===== config.mk =====
export PLATFORM = sky130hd
export DESIGN_NAME = lw_bus_sequencer
export DESIGN_NICKNAME = d
export VERILOG_FILES = /design/src/rtl/lw_seq_pkg.sv /design/src/rtl/lw_seq_step_rom.sv /design/src/rtl/lw_seq_rdata.sv /design/src/rtl/lw_bus_sequencer.sv
export SDC_FILE = /design/constraint.sdc
export NUM_CORES = 1
export LEC_CHECK = 0
export BUFFER_PORTS_ARGS = -buffer_cell sky130_fd_sc_hd__buf_2
export CAP_MARGIN = 5
export CORE_MARGIN = 2
export CORE_UTILIZATION = 46
export CTS_CLUSTER_DIAMETER = 60
export DETAILED_ROUTE_END_ITERATION = 7
export HOLD_SLACK_MARGIN = 0.03
export PLACE_DENSITY = 0.74
export SYNTH_ARGS = -nofsm -noshare
export SYNTH_HDL_FRONTEND = slang
export SYNTH_HIERARCHICAL = 1
export SYNTH_SLANG_ARGS = --single-unit

===== constraint.sdc =====
create_clock -name clk -period 2.3 [get_ports clk]
set_clock_uncertainty 0.1 [all_clocks]
set_input_delay 0 -clock clk [delete_from_list [all_inputs] [get_ports clk]]
set_output_delay 0 -clock clk [all_outputs]
set_load 0.02 [all_outputs]

===== src/rtl/lw_seq_pkg.sv =====
package lw_seq_pkg;

    typedef enum logic [1:0] {
        ST_IDLE  = 2'b00,
        ST_DRIVE = 2'b01,
        ST_GAP   = 2'b10
    } seq_st_e;

    localparam logic [1:0] OP_READ  = 2'b00;
    localparam logic [1:0] OP_WRITE = 2'b01;
    localparam logic [1:0] OP_CLEAR = 2'b10;

    // Per-step description of one bus cycle
    typedef struct packed {
        logic upper_addr;  // address is E + one word
        logic we;          // write cycle
        logic hi_half;     // moves the upper half of the long word
        logic zero;        // write data forced to zero
        logic last;        // final cycle of the access
    } step_t;

endpackage


===== src/rtl/lw_seq_step_rom.sv =====
module lw_seq_step_rom
    import lw_seq_pkg::*;
(
    input  logic [1:0] op,
    input  logic       predec,
    input  logic [1:0] step,
    output step_t      info
);

    always_comb begin
        info = '0;
        unique case (op)
            OP_WRITE: begin
                info.we   = 1'b1;
                info.last = (step == 2'd1);
                if (predec) begin
                    // lower half at the higher address, written first
                    info.upper_addr = (step == 2'd0);
                    info.hi_half    = (step != 2'd0);
                end else begin
                    info.upper_addr = (step != 2'd0);
                    info.hi_half    = (step == 2'd0);
                end
            end
            OP_CLEAR: begin
                info.zero = 1'b1;
                info.last = (step == 2'd3);
                case (step)
                    2'd0:    begin info.upper_addr = 1'b0; info.we = 1'b0; info.hi_half = 1'b1; end
                    2'd1:    begin info.upper_addr = 1'b1; info.we = 1'b0; info.hi_half = 1'b0; end
                    2'd2:    begin info.upper_addr = 1'b1; info.we = 1'b1; info.hi_half = 1'b0; end
                    default: begin info.upper_addr = 1'b0; info.we = 1'b1; info.hi_half = 1'b1; end
                endcase
            end
            default: begin
                // read, and the spare code, always ascending
                info.upper_addr = (step != 2'd0);
                info.hi_half    = (step == 2'd0);
                info.last       = (step == 2'd1);
            end
        endcase
    end

endmodule


===== src/rtl/lw_seq_rdata.sv =====
module lw_seq_rdata #(
    parameter int WORD_W = 16
) (
    input  logic                  clk,
    input  logic                  rst_n,
    input  logic                  cap_en,
    input  logic                  cap_hi,
    input  logic [WORD_W-1:0]     word,
    output logic [2*WORD_W-1:0]   rdata
);

    localparam int LONG_W = 2 * WORD_W;

    logic [LONG_W-1:0] rdata_d, rdata_q;

    always_comb begin
        rdata_d = rdata_q;
        if (cap_en) begin
            if (cap_hi) rdata_d[LONG_W-1:WORD_W] = word;
            else        rdata_d[WORD_W-1:0]      = word;
        end
    end

    always_ff @(posedge clk or negedge rst_n) begin
        if (!rst_n) rdata_q <= '0;
        else        rdata_q <= rdata_d;
    end

    assign rdata = rdata_q;

endmodule


===== src/rtl/lw_bus_sequencer.sv =====
module lw_bus_sequencer
    import lw_seq_pkg::*;
#(
    parameter int AW     = 24,
    parameter int WORD_W = 16
) (
    input  logic                  clk,
    input  logic                  rst_n,
    input  logic                  req_valid,
    output logic                  req_ready,
    input  logic [AW-1:0]         req_addr,
    input  logic [2*WORD_W-1:0]   req_wdata,
    input  logic [1:0]            req_op,
    input  logic                  req_predec,
    output logic [AW-1:0]         bus_addr,
    output logic                  bus_we,
    output logic                  bus_strobe,
    output logic [WORD_W-1:0]     bus_wdata,
    input  logic [WORD_W-1:0]     bus_rdata,
    input  logic                  bus_ack,
    output logic                  rsp_done,
    output logic [2*WORD_W-1:0]   rsp_rdata,
    output logic [AW-1:0]         rsp_ptr
);

    localparam int             LONG_W = 2 * WORD_W;
    localparam int             BPW    = WORD_W / 8;
    localparam logic [AW-1:0]  WORD_B = AW'(BPW);
    localparam logic [AW-1:0]  LONG_B = AW'(2 * BPW);

    typedef struct packed {
        seq_st_e           st;
        logic [1:0]        step;
        logic [AW-1:0]     ea;
        logic [LONG_W-1:0] wdata;
        logic [1:0]        op;
        logic              predec;
        logic              done;
    } seq_t;

    seq_t  s_d, s_q;
    step_t cur;
    logic  drive;
    logic  cap_en;

    lw_seq_step_rom u_rom (
        .op     (s_q.op),
        .predec (s_q.predec),
        .step   (s_q.step),
        .info   (cur)
    );

    always_comb begin
        s_d      = s_q;
        s_d.done = 1'b0;
        unique case (s_q.st)
            ST_IDLE: begin
                if (req_valid) begin
                    s_d.st     = ST_DRIVE;
                    s_d.step   = 2'd0;
                    s_d.ea     = req_predec ? (req_addr - LONG_B) : req_addr;
                    s_d.wdata  = req_wdata;
                    s_d.op     = req_op;
                    s_d.predec = req_predec;
                end
            end
            ST_DRIVE: begin
                if (bus_ack) begin
                    if (cur.last) begin
                        s_d.st   = ST_IDLE;
                        s_d.done = 1'b1;
                    end else begin
                        s_d.st   = ST_GAP;
                        s_d.step = s_q.step + 2'd1;
                    end
                end
            end
            ST_GAP:  s_d.st = ST_DRIVE;
            default: s_d.st = ST_IDLE;
        endcase
    end

    always_ff @(posedge clk or negedge rst_n) begin
        if (!rst_n) begin
            s_q    <= '0;
            s_q.st <= ST_IDLE;
        end else begin
            s_q <= s_d;
        end
    end

    assign drive      = (s_q.st == ST_DRIVE);
    assign bus_strobe = drive;
    assign bus_we     = cur.we;
    assign bus_addr   = cur.upper_addr ? (s_q.ea + WORD_B) : s_q.ea;
    assign bus_wdata  = cur.zero    ? '0 :
                        cur.hi_half ? s_q.wdata[LONG_W-1:WORD_W] : s_q.wdata[WORD_W-1:0];
    assign cap_en     = drive && bus_ack && !cur.we;
    assign req_ready  = (s_q.st == ST_IDLE);
    assign rsp_done   = s_q.done;
    assign rsp_ptr    = s_q.ea;

    lw_seq_rdata #(.WORD_W(WORD_W)) u_rdata (
        .clk    (clk),
        .rst_n  (rst_n),
        .cap_en (cap_en),
        .cap_hi (cur.hi_half),
        .word   (bus_rdata),
        .rdata  (rsp_rdata)
    );

endmodule


==> flow_summary.json <==
{
  "power_frac_clock_pct": 10.6,
  "relSlewSlack_pct": 78.1,
  "die_h_um": 110,
  "synth_top_area_share_pct": 46.7,
  "yosysMostFrequentCell": "nand2_1",
  "pre_cts_slack_ps": -18.0,
  "clkSinkCount": 96,
  "drive_above_1_share_pct": 37.6,
  "crit_chain": "inv_2 > ha_4 > and3b_1 > a221o_1 > nand4_1 > nor2_2 > buf_6 > nand3_2 > xnor2_2 > buf_4",
  "row_count": 38,
  "via_per_inst": 5.11,
  "p_sw_w": 0.00488,
  "diodes": 0,
  "crit_fanout": 6,
  "powerDensity_nw_per_um2": 1430,
  "dpl_cell_area_sq_um": 6130,
  "overflow": 0,
  "p_int_w": 0.00603,
  "post-route-util_pct": 70.0,
  "finalWorstSetupSlack_ps": -338,
  "antenna_left": 0,
  "io_pins": 179,
  "synth.distinct_cells": 46,
  "seq_area_frac_synth_pct": 46.7,
  "crit_type": "register to output pin",
  "fin_nets": 872,
  "grt_pass1_wl_um": 22900,
  "syn_nets": 621,
  "io_buffers": 178,
  "hold_viol": 0,
  "synth-edff-count": 0,
  "cpMaxStageDelayCell": "dfrtp_1",
  "combPwrFrac_pct": 59.6,
  "min_path_type": "input port to register",
  "synthArstFlopShare_pct": 100,
  "failed_checks": "negative setup slack",
  "cp.required_ps": 2200,
  "timing.fmax_ghz": 0.379,
  "synthFlopType": "dfrtp_1",
  "grt.total_usage_pct": 24.6,
  "htree_num_levels": 3,
  "endpoint_kind": "output pin",
  "status": "complete, but fails checks",
  "drv_slew": 0,
  "netlist_instances": 533,
  "p_sw_share_pct": 44.7,
  "synthesis.area_sq_um": 5150,
  "leakage_nw": 3.76,
  "rsz0062_at_grt": "yes",
  "critPathLaunchType": "register",
  "placed_cells": 816,
  "routed_wl_um": 15000,
  "drtPass1Iterations": 5,
  "tns_ps": -6170,
  "die_w_um": 110,
  "avgSynthCellArea_sq_um": 9.66,
  "yosysWarnings": 6,
  "cts_tree": "built",
  "worst_pin_slew_ps": 325,
  "critical_path.max_stage_delay_ps": 410,
  "antenna_found_initial": 0,
  "yosys-top-cells-count": "138 x nand2_1, 96 x dfrtp_1, 36 x nor2_1",
  "fin_crit_sh_pct": 115,
  "routabilityCongestion": 0.832,
  "vias": 4745,
  "insertion_delay_ps": 380,
  "clockBufferDepth": 2,
  "clk_pin_slew_ps": 90,
  "multi_input_area_sq_um": 2620,
  "wl_per_cell_um": 16.1,
  "p_seq_share_pct": 29.8,
  "drc_errors": 0,
  "syn2layout_area_growth_pct": 48.2,
  "cts_buffers": 9,
  "setup_viol": 51,
  "detailed_place_hpwl_um": 9110,
  "first_global_vias": 4833,
  "dieArea_sq_um": 12000,
  "fin_area_sq_um": 7630,
  "initial_utilization_pct": 47.3,
  "finalCriticalPeriod_ps": 2640,
  "fillers": 793,
  "grt_max_degree": 65,
  "synth_area_leaders": "dfrtp_1 47%, nand2_1 10%, mux2_2 5.9%",
  "ir_drop_mv": 1.18,
  "final_cells": 929,
  "drt_iter0_drc": 211,
  "arrival_ps": 2540,
  "synth_top_cell_by_area": "dfrtp_1",
  "ys_ff_latch": 96,
  "coreArea_sq_um": 10900,
  "regArea_sq_um": 2400,
  "cts-root-buf": "clkbuf_8",
  "maxCapViolCount": 0
}
registers in the layout, summed over array words and instances, names as in the netlist:
name / cells
s_q: 39
u_rdata/rdata: 32
rsp_done: 1
rsp_ptr: 24
kinds of logic (layout without fill, tap and decap cells):
kind of cell,count (synthesis),in the layout,synth area share [%]
DFF,96,96,46.7
muxes,55,55,12.3
buffers and inverters,62,318,7.03
AOI/OAI and AO/OA,35,35,4.28
adders and majority gates,9,9,2.19
xor gates and xnor gates,36,36,6.13
and+or+nand+nor,240,240,21.4
power groups by stage:
stage / clock network (W) / logic [W] / registers (W)
final: 0.00116 / 0.00650 / 0.00325
after detailed placement: 0 / 0.00552 / 0.00324
after CTS: 0.00119 / 0.00605 / 0.00321
after floorplan: 0 / 0.00380 / 0.00343
after global routing: 0.00126 / 0.00699 / 0.00336
after global placement: 0 / 0.00541 / 0.00318
through the flow:
stage,power [W],hold slack [ps]
2_1_floorplan,0.00723,-396
3_3_place_gp,0.00859,-125
3_5_place_dp,0.00875,-110
4_1_cts,0.0104,48.4
5_1_grt,0.0116,94.2
6_report,0.0109,76.7
final cells by class:
| type | count | share of cell area (%) |
|---|---|---|
| Inverter | 9 | 0.443 |
| Tap cell | 140 | 2.30 |
| Timing Repair Buffer | 293 | 28.7 |
| Multi-Input combinational cell | 375 | 34.4 |
| Sequential cell | 96 | 31.5 |
| Clock inverter | 5 | 0.837 |
| Clock buffer | 11 | 1.85 |
cells in the final DEF (no fill, tap or decap), types with 4 or more instances in the layout:
cell / count
o21ai_1: 5
mux2_2: 22
nand2_1: 136
xnor2_1: 20
o21ai_0: 12
ha_1: 6
nor2_1: 33
mux2i_1: 18
xnor2_2: 9
buf_4: 51
buf_6: 6
clkbuf_8: 10
mux2_4: 15
xor2_1: 5
buf_2: 141
nand3_1: 9
buf_12: 5
dfrtp_1: 96
a31oi_1: 7
or3_1: 5
inv_1: 6
nand4_1: 8
or4_1: 4
dlygate4sd3_1: 88
repair_timing:
item                                   in CTS  in global routing
cloned                                      0                  2
pin swaps                                   8                 15
resized for setup                          42                 38
hold buffers                               89                  0
endpoints found under the hold margin     192                  0
setup endpoints to repair                  37                 72
setup buffers                               4                  2
worst max-delay path: cells and delay by family, from the launching register on:
family / cells / cell delay, ps
buffers and inverters: 3 / 390
XOR/XNOR: 1 / 210
adder cells (fa/ha/maj): 1 / 260
AND/OR/NAND/NOR: 4 / 740
AO/OA/AOI/OAI: 1 / 160
flip-flops: 1 / 410
final timing paths:
kind / startpoint / to / slack [ps] / cells past startpoint
worst min-delay path: req_addr[13] / rsp_ptr[20] / 80 / 6
worst max register to register: s_q[2] / u_rdata/rdata[0] / -70 / 8
worst max-delay path: s_q[2] / bus_addr[17] / -340 / 10
min in group asynchronous: rst_n / rsp_ptr[4] / 430 / 3
max in group asynchronous: rst_n / s_q[25] / 1140 / 4
worst min register to register: s_q[5] / s_q[5] / 380 / 2
metal layers:
layer	wire length, um	global-route usage [%]	up-vias
met5	0	0	-
met4	247	8.14	0
met3	694	6.46	24
met2	8110	43.8	134
met1	5940	28.6	2329
li1	-	-	2258
(Power assumes the default switching activity.)
